[config.mk]
export PLATFORM = sky130hd
export DESIGN_NAME = hdlc_slot_router
export DESIGN_NICKNAME = d
export VERILOG_FILES = /design/src/rtl/hsr_pkg.sv /design/src/rtl/hsr_cfg_shadow.sv /design/src/rtl/hsr_frame_counter.sv /design/src/rtl/hsr_slot_select.sv /design/src/rtl/hsr_rx_tap.sv /design/src/rtl/hsr_tx_insert.sv /design/src/rtl/hdlc_slot_router.sv
export SDC_FILE = /design/constraint.sdc
export NUM_CORES = 1
export LEC_CHECK = 0
export CORE_ASPECT_RATIO = 0.6
export CORE_UTILIZATION = 49
export CTS_BUF_LIST = sky130_fd_sc_hd__clkbuf_16
export DETAILED_ROUTE_END_ITERATION = 10
export PLACE_DENSITY = 0.83
export SETUP_SLACK_MARGIN = 0.05
export SKIP_CTS_REPAIR_TIMING = 1
export SYNTH_ARGS = -nofsm -noshare
export SYNTH_HDL_FRONTEND = slang
export SYNTH_SLANG_ARGS = --single-unit
[constraint.sdc]
create_clock -name clk -period 3.2 [get_ports clk]
set_input_delay 0.8 -clock clk [delete_from_list [all_inputs] [get_ports clk]]
set_output_delay 0.8 -clock clk [all_outputs]
set_load 0.01 [all_outputs]
[src/rtl/hsr_pkg.sv]
package hsr_pkg;
   localparam int unsigned SLOT_BITS  = 8;
   localparam int unsigned MAX_SLOTS  = 32;
   localparam int unsigned T1_SLOTS   = 24;
   localparam int unsigned SA_COUNT   = 5;
   localparam int unsigned SA_FIRST   = 3;
   localparam int unsigned BIT_W      = $clog2(SLOT_BITS);
   localparam int unsigned SLOT_W     = $clog2(MAX_SLOTS);
   localparam int unsigned E1_LEN     = MAX_SLOTS * SLOT_BITS;
   localparam int unsigned T1_LEN     = T1_SLOTS * SLOT_BITS + 1;
   localparam int unsigned MAX_LEN    = (E1_LEN > T1_LEN) ? E1_LEN : T1_LEN;
   localparam int unsigned POS_W      = $clog2(MAX_LEN);

   typedef struct packed {
      logic                 slot_mode;
      logic                 multi;
      logic [SLOT_W-1:0]    slot_num;
      logic [MAX_SLOTS-1:0] chan_map;
      logic [SLOT_BITS-1:0] supp;
      logic [SA_COUNT-1:0]  sa_sel;
   } route_cfg_t;

   typedef struct packed {
      logic              valid;
      logic              fbit;
      logic [SLOT_W-1:0] slot;
      logic [BIT_W-1:0]  bitn;
      logic              t1;
      logic              dl;
   } pos_info_t;
endpackage

[src/rtl/hsr_cfg_shadow.sv]
module hsr_cfg_shadow #(
   parameter int unsigned W = 1
) (
   input  logic         clk,
   input  logic         rst_n,
   input  logic         load,
   input  logic [W-1:0] d_in,
   output logic [W-1:0] eff
);
   logic [W-1:0] q;

   always_ff @(posedge clk or negedge rst_n) begin
      if (!rst_n)    q <= '0;
      else if (load) q <= d_in;
   end

   // the loading strobe already sees the new setting
   assign eff = load ? d_in : q;
endmodule

[src/rtl/hsr_frame_counter.sv]
module hsr_frame_counter
   import hsr_pkg::*;
(
   input  logic      clk,
   input  logic      rst_n,
   input  logic      bit_en,
   input  logic      frame_start,
   input  logic      t1_mode,
   input  logic      dl_frame,
   output pos_info_t cur
);
   localparam logic [POS_W-1:0] T1_LAST = POS_W'(T1_LEN - 1);
   localparam logic [POS_W-1:0] E1_LAST = POS_W'(E1_LEN - 1);

   logic             fs;
   logic [1:0]       mode_eff;
   logic [POS_W-1:0] pos_q, pos, last, off;
   logic             synced_q;

   assign fs = bit_en & frame_start;

   hsr_cfg_shadow #(.W(2)) u_mode (
      .clk(clk), .rst_n(rst_n), .load(fs),
      .d_in({t1_mode, dl_frame}), .eff(mode_eff)
   );

   assign pos  = fs ? '0 : pos_q;
   assign last = mode_eff[1] ? T1_LAST : E1_LAST;
   assign off  = mode_eff[1] ? pos - 1'b1 : pos;

   always_ff @(posedge clk or negedge rst_n) begin
      if (!rst_n) begin
         pos_q    <= '0;
         synced_q <= 1'b0;
      end else if (bit_en) begin
         pos_q    <= (pos == last) ? '0 : pos + 1'b1;
         synced_q <= synced_q | fs;
      end
   end

   always_comb begin
      cur.valid = bit_en & (synced_q | fs);
      cur.fbit  = mode_eff[1] & (pos == '0);
      cur.slot  = off[POS_W-1:BIT_W];
      cur.bitn  = off[BIT_W-1:0];
      cur.t1    = mode_eff[1];
      cur.dl    = mode_eff[0];
   end

   a_r2_pos_bound: assert property (@(posedge clk) disable iff (!rst_n)
      bit_en |=> (pos_q <= $past(last)));

   a_r6_t1_slot_range: assert property (@(posedge clk) disable iff (!rst_n)
      (cur.valid && cur.t1 && !cur.fbit) |-> (cur.slot < SLOT_W'(T1_SLOTS)));
endmodule

[src/rtl/hsr_slot_select.sv]
module hsr_slot_select
   import hsr_pkg::*;
#(
   parameter bit IS_TX = 1'b0
) (
   input  pos_info_t  cur,
   input  route_cfg_t cfg,
   input  logic       dir_on,
   output logic       sel
);
   localparam logic [BIT_W-1:0] TOP_BIT = BIT_W'(SLOT_BITS - 1);

   logic                 gate;
   logic                 link_hit, slot_hit, slot_exists, slot_pick;
   logic [SLOT_BITS-1:0] sa_ext;
   logic [BIT_W-1:0]     rev_idx;

   generate
      if (IS_TX) begin : g_tx_gate
         assign gate = dir_on;
      end else begin : g_rx_gate
         // receive routing cannot be turned off
         assign gate = 1'b1;
      end
   endgenerate

   // the mask and Sa fields number bits from the last line bit upward
   assign rev_idx = TOP_BIT - cur.bitn;
   assign sa_ext  = SLOT_BITS'(cfg.sa_sel);

   always_comb begin
      if (cur.t1)
         link_hit = cur.fbit & cur.dl;
      else
         link_hit = cur.dl & (cur.slot == '0) & sa_ext[rev_idx];

      slot_exists = cur.t1 ? (cur.slot < SLOT_W'(T1_SLOTS)) : 1'b1;
      slot_pick   = cfg.multi ? cfg.chan_map[cur.slot] : (cur.slot == cfg.slot_num);
      slot_hit    = ~cur.fbit & slot_exists & slot_pick & ~cfg.supp[rev_idx];

      sel = cur.valid & gate & (cfg.slot_mode ? slot_hit : link_hit);
   end
endmodule

[src/rtl/hsr_rx_tap.sv]
module hsr_rx_tap (
   input  logic clk,
   input  logic rst_n,
   input  logic strobe,
   input  logic sel,
   input  logic line,
   output logic hdlc_bit,
   output logic hdlc_valid
);
   always_ff @(posedge clk or negedge rst_n) begin
      if (!rst_n) begin
         hdlc_bit   <= 1'b0;
         hdlc_valid <= 1'b0;
      end else begin
         hdlc_valid <= sel;
         if (sel) hdlc_bit <= line;
      end
   end

   a_r8_valid_after_strobe: assert property (@(posedge clk) disable iff (!rst_n)
      hdlc_valid |-> $past(strobe));
endmodule

[src/rtl/hsr_tx_insert.sv]
module hsr_tx_insert (
   input  logic clk,
   input  logic rst_n,
   input  logic strobe,
   input  logic sel,
   input  logic line_in,
   input  logic hdlc_bit,
   output logic req,
   output logic line_out
);
   logic held_q, pend_q;

   always_ff @(posedge clk or negedge rst_n) begin
      if (!rst_n) begin
         req      <= 1'b0;
         held_q   <= 1'b0;
         pend_q   <= 1'b0;
         line_out <= 1'b0;
      end else begin
         req    <= strobe & sel;
         pend_q <= strobe;
         if (strobe) held_q <= line_in;
         if (pend_q) line_out <= req ? hdlc_bit : held_q;
      end
   end

   a_r9_req_after_strobe: assert property (@(posedge clk) disable iff (!rst_n)
      req |-> $past(strobe));

   a_r9_out_moves_on_update: assert property (@(posedge clk) disable iff (!rst_n)
      !$stable(line_out) |-> $past(pend_q));
endmodule

[src/rtl/hdlc_slot_router.sv]
module hdlc_slot_router
   import hsr_pkg::*;
(
   input  logic                 clk,
   input  logic                 rst_n,
   input  logic                 bit_en,
   input  logic                 frame_start,
   input  logic                 t1_mode,
   input  logic                 dl_frame,
   input  logic                 rx_line,
   input  logic                 rx_slot_mode,
   input  logic                 rx_multi,
   input  logic [SLOT_W-1:0]    rx_slot_num,
   input  logic [MAX_SLOTS-1:0] rx_chan_map,
   input  logic [SLOT_BITS-1:0] rx_supp,
   input  logic [SA_COUNT-1:0]  rx_sa_sel,
   output logic                 rx_hdlc_bit,
   output logic                 rx_hdlc_valid,
   input  logic                 tx_enable,
   input  logic                 tx_slot_mode,
   input  logic                 tx_multi,
   input  logic [SLOT_W-1:0]    tx_slot_num,
   input  logic [MAX_SLOTS-1:0] tx_chan_map,
   input  logic [SLOT_BITS-1:0] tx_supp,
   input  logic [SA_COUNT-1:0]  tx_sa_sel,
   input  logic                 tx_line_in,
   input  logic                 tx_hdlc_bit,
   output logic                 tx_req,
   output logic                 tx_line_out
);
   localparam int unsigned CFG_W = $bits(route_cfg_t);

   generate
      if (SA_FIRST + SA_COUNT != SLOT_BITS) begin : g_bad_sa
         $error("spare bits must end at the last bit of slot 0");
      end
      if (POS_W - BIT_W != SLOT_W) begin : g_bad_pos
         $error("position width must split into slot and bit fields");
      end
      if (T1_SLOTS > MAX_SLOTS) begin : g_bad_t1
         $error("T1 slot count exceeds frame slot count");
      end
   endgenerate

   pos_info_t  cur;
   route_cfg_t rx_cfg_in, tx_cfg_in, rx_cfg, tx_cfg;
   logic       fs, tx_on, rx_sel, tx_sel;

   assign fs = bit_en & frame_start;

   assign rx_cfg_in = '{slot_mode: rx_slot_mode, multi: rx_multi, slot_num: rx_slot_num,
                        chan_map: rx_chan_map, supp: rx_supp, sa_sel: rx_sa_sel};
   assign tx_cfg_in = '{slot_mode: tx_slot_mode, multi: tx_multi, slot_num: tx_slot_num,
                        chan_map: tx_chan_map, supp: tx_supp, sa_sel: tx_sa_sel};

   hsr_frame_counter u_cnt (
      .clk(clk), .rst_n(rst_n), .bit_en(bit_en), .frame_start(frame_start),
      .t1_mode(t1_mode), .dl_frame(dl_frame), .cur(cur)
   );

   hsr_cfg_shadow #(.W(CFG_W)) u_rx_shadow (
      .clk(clk), .rst_n(rst_n), .load(fs), .d_in(rx_cfg_in), .eff(rx_cfg)
   );

   hsr_cfg_shadow #(.W(CFG_W + 1)) u_tx_shadow (
      .clk(clk), .rst_n(rst_n), .load(fs),
      .d_in({tx_enable, tx_cfg_in}), .eff({tx_on, tx_cfg})
   );

   hsr_slot_select #(.IS_TX(1'b0)) u_rx_sel (
      .cur(cur), .cfg(rx_cfg), .dir_on(1'b1), .sel(rx_sel)
   );

   hsr_slot_select #(.IS_TX(1'b1)) u_tx_sel (
      .cur(cur), .cfg(tx_cfg), .dir_on(tx_on), .sel(tx_sel)
   );

   hsr_rx_tap u_rx (
      .clk(clk), .rst_n(rst_n), .strobe(bit_en), .sel(rx_sel), .line(rx_line),
      .hdlc_bit(rx_hdlc_bit), .hdlc_valid(rx_hdlc_valid)
   );

   hsr_tx_insert u_tx (
      .clk(clk), .rst_n(rst_n), .strobe(bit_en), .sel(tx_sel), .line_in(tx_line_in),
      .hdlc_bit(tx_hdlc_bit), .req(tx_req), .line_out(tx_line_out)
   );

   a_r10_off_no_req: assert property (@(posedge clk) disable iff (!rst_n)
      (bit_en && !tx_on) |=> !tx_req);

   a_r1_no_route_unsynced: assert property (@(posedge clk) disable iff (!rst_n)
      (bit_en && !cur.valid) |=> (!tx_req && !rx_hdlc_valid));
endmodule

### After elaboration in Yosys (flattened, before gate mapping)

Cells that the tools add are included.

* reduce and logical (&&, ||, !) cells: 2
* bitwise gates (word level): 20
* mux-type cells: 27
* equal/unequal tests: 3
* $add $sub $neg: 3
* magnitude comparators: 3

Operators with widths (number)
* 53-bit two-way mux: 1
* 52-bit two-way mux: 1
* 8-bit two-way mux: 3
* 1-bit AND: 16
* 1-bit two-way mux: 14
* 1-bit binary-select mux with 3-bit select: 4
* 1-bit binary-select mux with 5-bit select: 2
* 5-bit equality test: 2
* 8-bit by 1-bit adder with 8-bit output (second input constant): 1
* 8-bit equality test: 1
* 8-bit zero test: 1
* 8-bit by 1-bit subtractor with 8-bit output (second input constant): 1
* 5-bit by 6-bit < comparator with 1-bit output (second input constant): 1
* 6-bit two-way mux: 1
* 5-bit zero test: 1
* 5-bit < comparator (second input constant): 1
* 3-bit by 4-bit < comparator with 1-bit output (second input constant): 1
* 1-bit NOT: 3
* 3-bit subtractor (first input constant): 1
* 2-bit two-way mux: 1
* 1-bit OR: 1

* bits in registers: 122
* logic and storage cells: 69

### Longest topological paths before layout

Gate-level depths: netlist of run 1.

* depth in word-level cells: 12
* mapped depth: 18

### Modules after synthesis

From an unflattened synthesis of run 1, not the netlist that was laid out.

* cells, all modules: 450
* area total of the unflattened synthesis: 6620.1 µm²

Modules (own cells, without submodules)
* hsr_cfg_shadow at u_tx_shadow: cells an instance 112, area an instance 2222.1 µm², times used 1, seq. area each 1326.3 µm²
* hsr_cfg_shadow at u_rx_shadow: cells an instance 110, area an instance 2185.8 µm², times used 1, seq. area each 1301.2 µm²
* hsr_frame_counter: cells an instance 108, area an instance 868.3 µm², times used 1, seq. area each 225.2 µm²
* hsr_slot_select at u_tx_sel: cells an instance 49, area an instance 533.0 µm², times used 1, seq. area each 0.0 µm²
* hsr_slot_select at u_rx_sel: cells an instance 53, area an instance 523.0 µm², times used 1, seq. area each 0.0 µm²
* hsr_tx_insert: cells an instance 9, area an instance 140.1 µm², times used 1, seq. area each 100.1 µm²
* hsr_cfg_shadow at u_cnt.u_mode: cells an instance 4, area an instance 72.6 µm², times used 1, seq. area each 50.0 µm²
* hsr_rx_tap: cells an instance 3, area an instance 65.1 µm², times used 1, seq. area each 50.0 µm²
* hdlc_slot_router: cells an instance 2, area an instance 10.0 µm², times used 1, seq. area each 0.0 µm²

### Worst setup path before layout of run 1

Ideal clock, no wire load.

* kind: in2reg
* start: input bit_en
* end: register u_rx.hdlc_bit
* required time: 3075 ps
* arrival time: 4606 ps
* cell stages on the path: 16
* path slack: -1531 ps
* library setup time: 125 ps
* cell sequence: clkbuf_1 nand2_1 clkbuf_1 buf_1 clkbuf_1 clkbuf_1 nand2_1 ha_1 and4bb_1 mux2_2 nor2_4 o311ai_0 a221o_1 a311oi_1 o32a_2 mux2_4

* longest elaborated chain between the ends: 11

RTL lines
* start, declared: line hdlc_slot_router.sv:6 `input logic bit_en,`
* 1-bit AND: line hsr_frame_counter.sv:20, hdlc_slot_router.sv:49
* 8-bit two-way mux: line hsr_frame_counter.sv:27 `assign pos = fs ? '0 : pos_q;`
* 8-bit by 1-bit subtractor with 8-bit output: line hsr_frame_counter.sv:29 `assign off = mode_eff[1] ? pos - 1'b1 : pos;`
* 8-bit two-way mux: line hsr_frame_counter.sv:29
* 3-bit subtractor, or another cell as far along: line hsr_slot_select.sv:28 `assign rev_idx = TOP_BIT - cur.bitn;`
* 1-bit binary-select mux with 3-bit select, or another cell as far along: line hsr_slot_select.sv:35 `link_hit = cur.dl & (cur.slot == '0) & sa_ext[rev_idx];`
* 1-bit two-way mux (not written as such), or another cell as far along: line hsr_slot_select.sv:35
* 1-bit AND, or another cell as far along: line hsr_slot_select.sv:35
* 1-bit two-way mux or 1-bit AND (tied branches): line hsr_slot_select.sv:32, hsr_slot_select.sv:39
* 1-bit two-way mux: line hsr_slot_select.sv:41 `sel = cur.valid & gate & (cfg.slot_mode ? slot_hit : link_hit);`
* 1-bit AND (*): line hsr_slot_select.sv:41
* named net rx_sel: line hdlc_slot_router.sv:47 `logic fs, tx_on, rx_sel, tx_sel;`
* end signal, assigned: line hsr_rx_tap.sv:16 `if (sel) hdlc_bit <= line;`
* end, declared: line hsr_rx_tap.sv:7 `output logic hdlc_bit,`

Mark *: on every way through the listed nets, which the timed path passes. The rest lies on a longest branch. The select of a mux whose other input is x is not followed.
A chain may end at the register's enable or synchronous reset.

### Final worst setup path of run 1

* start: input t1_mode
* end: register u_rx.hdlc_bit

* longest elaborated chain between the ends: 9

RTL lines
* start, declared: line hdlc_slot_router.sv:8 `input logic t1_mode,`
* 2-bit two-way mux (*): line hsr_cfg_shadow.sv:18 `assign eff = load ? d_in : q;`
* 8-bit two-way mux: line hsr_frame_counter.sv:29
* 3-bit subtractor, or another cell as far along: line hsr_slot_select.sv:28
* 1-bit binary-select mux with 3-bit select, or another cell as far along: line hsr_slot_select.sv:35
* 1-bit two-way mux (not written as such), or another cell as far along: line hsr_slot_select.sv:35
* 1-bit AND, or another cell as far along: line hsr_slot_select.sv:35
* 1-bit two-way mux or 1-bit AND (tied branches): line hsr_slot_select.sv:32, hsr_slot_select.sv:39
* 1-bit two-way mux (*): line hsr_slot_select.sv:41
* 1-bit AND (*): line hsr_slot_select.sv:41
* named net rx_sel: line hdlc_slot_router.sv:47

Marks and branches as above.

==> summary.txt, run 1 <==
Status
  – Status: complete, but fails checks
  – Failing checks: setup timing

Drt
  – Final ANT Viol Nets: 0
  – Vias per cell: 5.92
  – # DRC: 0
  – DRT iter0 DRCs: 921
  – Wirelength, routed: 23300 um
  – Initial DRT Pass Iterations: 5
  – Vias: 7382
  – DR WL/cell: 18.7 um

Floorplanning
  – Starting Density: 0.511
  – Die Width: 157 um
  – Die area: 0.0150 mm^2
  – Core area: 0.0139 mm^2
  – DIE HEIGHT: 95.2 um
  – Io pins: 118
  – Rows: 33

Setup path
  – Worst setup EP type: flop
  – Top delay family on crit path: buffers and inverters
  – Crit Path Category: input pin to flop
  – Worst path bufs/invs: 4
  – Data arrival time of the critical path: 3.58 ns
  – Reg-to-reg endpoint: u_rx.hdlc_bit
  – CP Max Fanout: 11
  – Reg2reg path depth: 12
  – CP Launch Type: input pin
  – Req. time, crit path: 3.51 ns
  – CP Cell Sequence: clkdlybuf4s50_1, buf_12, buf_4, nor2_1, o2111ai_2, nor4_1, buf_4, a31oi_2, nor3_2, o32a_4, mux2_4
  – RR Startpoint: u_cnt.pos_q[1]
  – CP max stage delay: 0.49 ns
  – Critical path's slowest cell: clkdlybuf4s50_1
  – CP most frequent cell: buf_4
  – R2R Setup Slk: -0.04 ns

Timing
  – Max Fclk: 306 MHz
  – Worst hold slack: 0.391 ns
  – Slew @ Worst Pin: 0.647 ns
  – Final hold vios: 0
  – Period utilization: 1.02
  – Worst Skew: 0.00562 ns
  – Post-route setup slack: -0.0657 ns
  – Slew Limit Fails: 0
  – Worst slew margin relative to its limit: 0.569
  – Min cycle time layout: 3.27 ns
  – Setup Viol. Count Final: 1

Cells and area
  – P&R area growth vs syn: 40.6%
  – Util after Layout: 0.718
  – Diodes inserted: 0
  – Share of post-route cells with drive strength above 1: 0.205
  – Number of nets in the layout: 1157
  – Fin cells: 1246
  – Design Area, Final: 0.00997 mm^2

Clock tree
  – CTS root buf: clkbuf_16
  – Longest Clk Path Bufs: 2
  – CTS tree: built
  – Clock Pin Slew Worst Setup and Hold Paths: 0.06 ns
  – CTS sink count: 122
  – TritonCTS buffer count: 17
  – Worst-Skew Late Latency: 0.42 ns
  – H-tree depth: 4

Yosys
  – Sequential-to-total area share from yosys stat: 0.431
  – Ys Warns: 0
  – Mapped cell area: 0.00709 mm^2
  – Top-count cell post-synth: nand2_1
  – Synth Instances: 849
  – Avg Synthesized Cell Area: 8.35 um^2
  – Synth top cells by count: nand2_1 (300), dfrtp_1 (122), mux2i_1 (35), nor2_1 (35), clkbuf_1 (32)
  – Synth area leader: dfrtp_1
  – Top cell type's share of synthesized area: 0.431
  – Post-synthesis cell type count: 74
  – Synth async-reset ratio: 1.00
  – Post-synth EDFFs: 0
  – Top area cells in the synthesized netlist: dfrtp_1 (43%), nand2_1 (16%), mux2i_1 (4.9%), mux2_2 (3.0%), o211ai_1 (2.0%)
  – Mapped Nets: 965
  – Synth Flop Type: dfrtp_1
  – Flops & latches, synth: 122

Placement
  – RePlAce Congestion: 0.959
  – Place WS: -0.944 ns
  – I/O Buffers: 117
  – Placed instance area: 0.00917 mm^2
  – DP HPWL: 15900 um
  – Post-Place Cells: 1209

GRT
  – Initial antenna violation count: 0
  – GRT Total Usage: 0.317
  – First-pass GRT wire length: 35900 um
  – Remaining global-route overflow: 0
  – Largest net degree at the start of global routing: 67
  – Vias in the first global route: 6957

Pwr
  – VDD IR-drop max: 0.000314 V
  – Leak: 4.69 nW
  – PD cells: 604 mW/mm^2

Run
  – MaxCap Viol Count: 0

Worst hold path
  – Hold crit path type: input pin to asynchronous set/reset pin
worst register-to-register path, cell delays in order, from the launching register on:
cell and delay [ns]:
dfrtp_2 0.43, buf_4 0.16, nor4b_4 0.26, buf_4 0.18
buf_4 0.20, a31oi_1 0.14, o31a_1 0.33, nor4_1 0.38
buf_4 0.19, a31oi_2 0.09, nor3_2 0.25, o32a_4 0.22
mux2_4 0.29
state kept, by name (all words and copies together), names as in the netlist:
name,cells
u_cnt.pos_q,8
u_cnt.synced_q,1
u_cnt.u_mode.q,2
u_rx.hdlc_bit,1
u_rx.hdlc_valid,1
u_rx_shadow.q,52
u_tx.held_q,1
u_tx.line_out,1
u_tx.pend_q,1
u_tx.req,1
u_tx_shadow.q,53
power by group:
part | internal (W) | leakage [nW] | switching (W) | total [W]
clock | 0.00122 | 0.285 | 0.000758 | 0.00198
combinational | 0.00102 | 2.91 | 0.00111 | 0.00213
sequential | 0.00175 | 1.50 | 0.000159 | 0.00191
total | 0.00399 | 4.69 | 0.00203 | 0.00602
area by class of cell:
type                       count  area [um^2]
clock buffer                  17          425
clock inverter                15          174
fill                         986         3910
inverter                      13         48.8
multi-input combinational    653         3910
sequential                   122         3060
tap                          192          240
timing repair buffer         234         2110
cell families (layout without fill, tap and decap cells):
family | Yosys count | count (layout) | share of synthesized area
AOI/OAI and AO/OA | 149 | 149 | 0.151
muxes | 56 | 56 | 0.0849
buffers and inverters | 74 | 279 | 0.0445
xor gates and xnor gates | 13 | 13 | 0.0191
DFF | 122 | 122 | 0.431
and+or+nand+nor | 433 | 433 | 0.266
adders and majority gates | 2 | 2 | 0.00353
placed cells by master (no fill, tap or decap), types with 6 or more instances in the layout:
master,count
mux2_2,18
o221ai_1,7
or3_1,7
nor3b_1,6
o22ai_1,15
buf_4,111
clkbuf_16,17
a21oi_1,21
nand2_1,297
mux2i_1,34
o2111ai_1,6
clkdlybuf4s50_1,114
inv_1,13
o21ai_0,12
nand3_1,12
nor2b_1,15
nor3_1,17
dfrtp_1,120
a211oi_1,13
o211ai_1,19
nor2_1,34
per-stage QoR:
stage                     setup TNS, ns  power [W]
after floorplan                   -1.20    0.00303
after global placement            -2.02    0.00379
after detailed placement          -2.32    0.00384
after CTS                         -1.14    0.00586
after global routing            -0.0935    0.00627
final                           -0.0657    0.00602
per-layer routing:
layer,routed length [um],global-route usage
met1,10100,0.446
met2,10100,0.472
met3,2510,0.0814
met4,514,0.117
met5,0,0
worst max-delay path by stage:
stage / from / endpoint / cells past startpoint
4_1_cts: bit_en / u_rx.hdlc_bit / 15
2_1_floorplan: bit_en / u_rx.hdlc_bit / 16
6_report: t1_mode / u_rx.hdlc_bit / 11
3_3_place_gp: bit_en / u_rx.hdlc_bit / 15
3_5_place_dp: bit_en / u_rx.hdlc_bit / 15
5_1_grt: frame_start / u_rx.hdlc_bit / 15
No activity file was read; power rests on OpenSTA's default activity.
==> run 2, diff against run 1 <==
- RECOVER_POWER: default -> 25
- REMOVE_ABC_BUFFERS: default -> 1
==> run 2 against run 1 <==
Net effect: the run ends with capacitance limit, slew limit left; sequential cell count stayed put; via count is 4.8% lower; non-clock buffer count down 19; largest cell class unchanged; worst setup slack gained 0.21 ns; final area is 2.6% lower; largest power group is now the clock network; clock skew is 0.00097 ns higher; register-to-register slack better by 0.21 ns; critical path type unchanged; critical endpoint unchanged.
==> summary.txt, run 2 (synthesis results as in run 1) <==
Status
  – Status: complete, but fails checks
  – Failing checks: capacitance limit, slew limit

Floorplanning
  – Die area: 0.0150 mm^2
  – Rows: 33
  – Starting Density: 0.511
  – DIE HEIGHT: 95.2 um
  – Core area: 0.0139 mm^2
  – Die Width: 157 um
  – Io pins: 118

Timing
  – Worst slew margin relative to its limit: -0.668
  – Setup Viol. Count Final: 0
  – Max Fclk: 327 MHz
  – Worst Skew: 0.00658 ns
  – Min cycle time layout: 3.05 ns
  – Slew @ Worst Pin: 2.50 ns
  – Period utilization: 0.955
  – TNS Setup: 0 ns
  – Slew Limit Fails: 46
  – Final hold vios: 0
  – RSZ-0062 raised after global routing: no

Setup path
  – RR Startpoint: u_cnt.pos_q[2]
  – Reg-to-reg endpoint: u_tx.req
  – CP most frequent cell: buf_4
  – Data arrival time of the critical path: 3.36 ns
  – Crit Path Category: input pin to flop
  – Critical path's slowest cell: mux2_4
  – R2R Setup Slk: 0.17 ns
  – CP Launch Type: input pin
  – Worst setup EP type: flop
  – Top delay family on crit path: simple AND/OR/NAND/NOR gates
  – Worst path bufs/invs: 4
  – Reg2reg path depth: 9
  – CP max stage delay: 0.29 ns
  – CP Cell Sequence: clkbuf_2, nand2_4, nand2_2, ha_2, buf_4, nand3b_1, buf_4, o211ai_1, nand3_2, buf_6, nor4_4, a31oi_1, nor3_1, o32a_2, mux2_4
  – Req. time, crit path: 3.50 ns
  – CP Max Fanout: 5

GRT
  – Remaining global-route overflow: 0
  – First-pass GRT wire length: 33900 um
  – Initial antenna violation count: 0
  – Largest net degree at the start of global routing: 62
  – Vias in the first global route: 6523
  – GRT Total Usage: 0.298

Run
  – MaxCap Viol Count: 1

Clock tree
  – Longest Clk Path Bufs: 2
  – Clock Pin Slew Worst Setup and Hold Paths: 0.05 ns
  – CTS root buf: clkbuf_16
  – TritonCTS buffer count: 17
  – Worst-Skew Late Latency: 0.42 ns
  – CTS tree: built
  – H-tree depth: 4
  – CTS sink count: 122

Placement
  – DP HPWL: 15400 um
  – Post-Place Cells: 1193
  – I/O Buffers: 117
  – RePlAce Congestion: 0.957

Drt
  – DR WL/cell: 17.5 um
  – Final ANT Viol Nets: 0
  – Wirelength, routed: 21500 um
  – DRT iter0 DRCs: 630
  – # DRC: 0
  – Initial DRT Pass Iterations: 6
  – Vias per cell: 5.73
  – Vias: 7025

Pwr
  – VDD IR-drop max: 0.000264 V
  – PD cells: 614 mW/mm^2
  – Leak: 4.59 nW

Cells and area
  – Largest regs: u_tx_shadow.q: 53 flops, u_rx_shadow.q: 52 flops, u_cnt.pos_q: 8 flops
  – Number of nets in the layout: 1138
  – Share of post-route cells with drive strength above 1: 0.169
  – P&R area growth vs syn: 36.9%
  – Max FFs per register: 53
  – Diodes inserted: 0
  – Most frequent cells in the layout: nand2_1 (297), dfrtp_1 (122), clkdlybuf4s50_1 (113), buf_4 (93), nor2_1 (35)
  – Most flop-heavy register: u_tx_shadow.q
  – Most common cell after layout, fill and taps aside: nand2_1
  – Fin cells: 1226

Worst hold path
  – Hold Crit Depth: 1
  – Hold Startpoint: u_tx.pend_q
  – Hold crit path type: flop to flop
  – Hold EP: u_tx.line_out
run 2: cell count changes in the layout (fill, tap and decap cells not counted), moves of 3 or more:
cell,change
a211oi_2,-5
a211oi_1,+5
buf_4,-18
nor3_2,-3
buf_6,-3
nor3_1,+3
run 2: routing by layer:
layer	wire length, um	track usage	vias up
met5	0	0	-
met4	295	0.0850	0
met3	2100	0.0791	33
met2	9290	0.444	393
met1	9800	0.425	3303
li1	-	-	3296
run 2: worst max path at each step:
stage / start / endpoint / slack (ns) / depth (start not counted)
6_report: bit_en / u_rx.hdlc_bit / 0.15 / 15
2_1_floorplan: frame_start / u_rx.hdlc_bit / -3.52 / 11
4_1_cts: bit_en / u_rx.hdlc_bit / -0.44 / 13
5_1_grt: bit_en / u_rx.hdlc_bit / 0.01 / 15
3_5_place_dp: bit_en / u_rx.hdlc_bit / -0.89 / 13
3_3_place_gp: bit_en / u_rx.hdlc_bit / -0.84 / 13
run 2: layout make-up:
| type | instances | area (um^2) |
|---|---|---|
| repair buffers | 215 | 1940 |
| clock inverters | 14 | 205 |
| inverters | 13 | 48.8 |
| flip-flops and latches | 122 | 3050 |
| multi-input cells | 653 | 3800 |
| clock buffers | 17 | 425 |
| well taps | 192 | 240 |
| fillers | 1024 | 4170 |
run 2: where the power goes:
part	switching [W]	internal (W)
sequential	0.000143	0.00175
combinational	0.00103	0.000946
clock	0.000714	0.00137
total	0.00189	0.00406
run 2: worst register-to-register path: stages, from the launching register on:
cell and delay (ns):
dfrtp_1 0.50, or4b_4 0.69, nor3_1 0.38, o31a_1 0.27, buf_4 0.18, nor4b_1 0.37
buf_4 0.19, a211oi_1 0.04, a31oi_1 0.19, o22ai_1 0.09
run 2: through the flow:
stage	util	hold WS [ns]	cell area (um^2)	setup slack [ns]	power, W
after detailed placement	0.649	0.445	9000	-0.889	0.00378
final	0.699	0.450	9700	0.145	0.00595
after floorplan	-	0.418	6820	-3.52	0.00295
after global routing	0.699	0.475	9700	0.0119	0.00621
after global placement	0.649	0.432	9000	-0.842	0.00373
after CTS	0.695	0.404	9640	-0.443	0.00587
==> run 3, diff against run 2 <==
- CAP_MARGIN: default -> 30
==> results of run 3 <==
No change in the layout: final DEF, timing and power equal those of run 2.
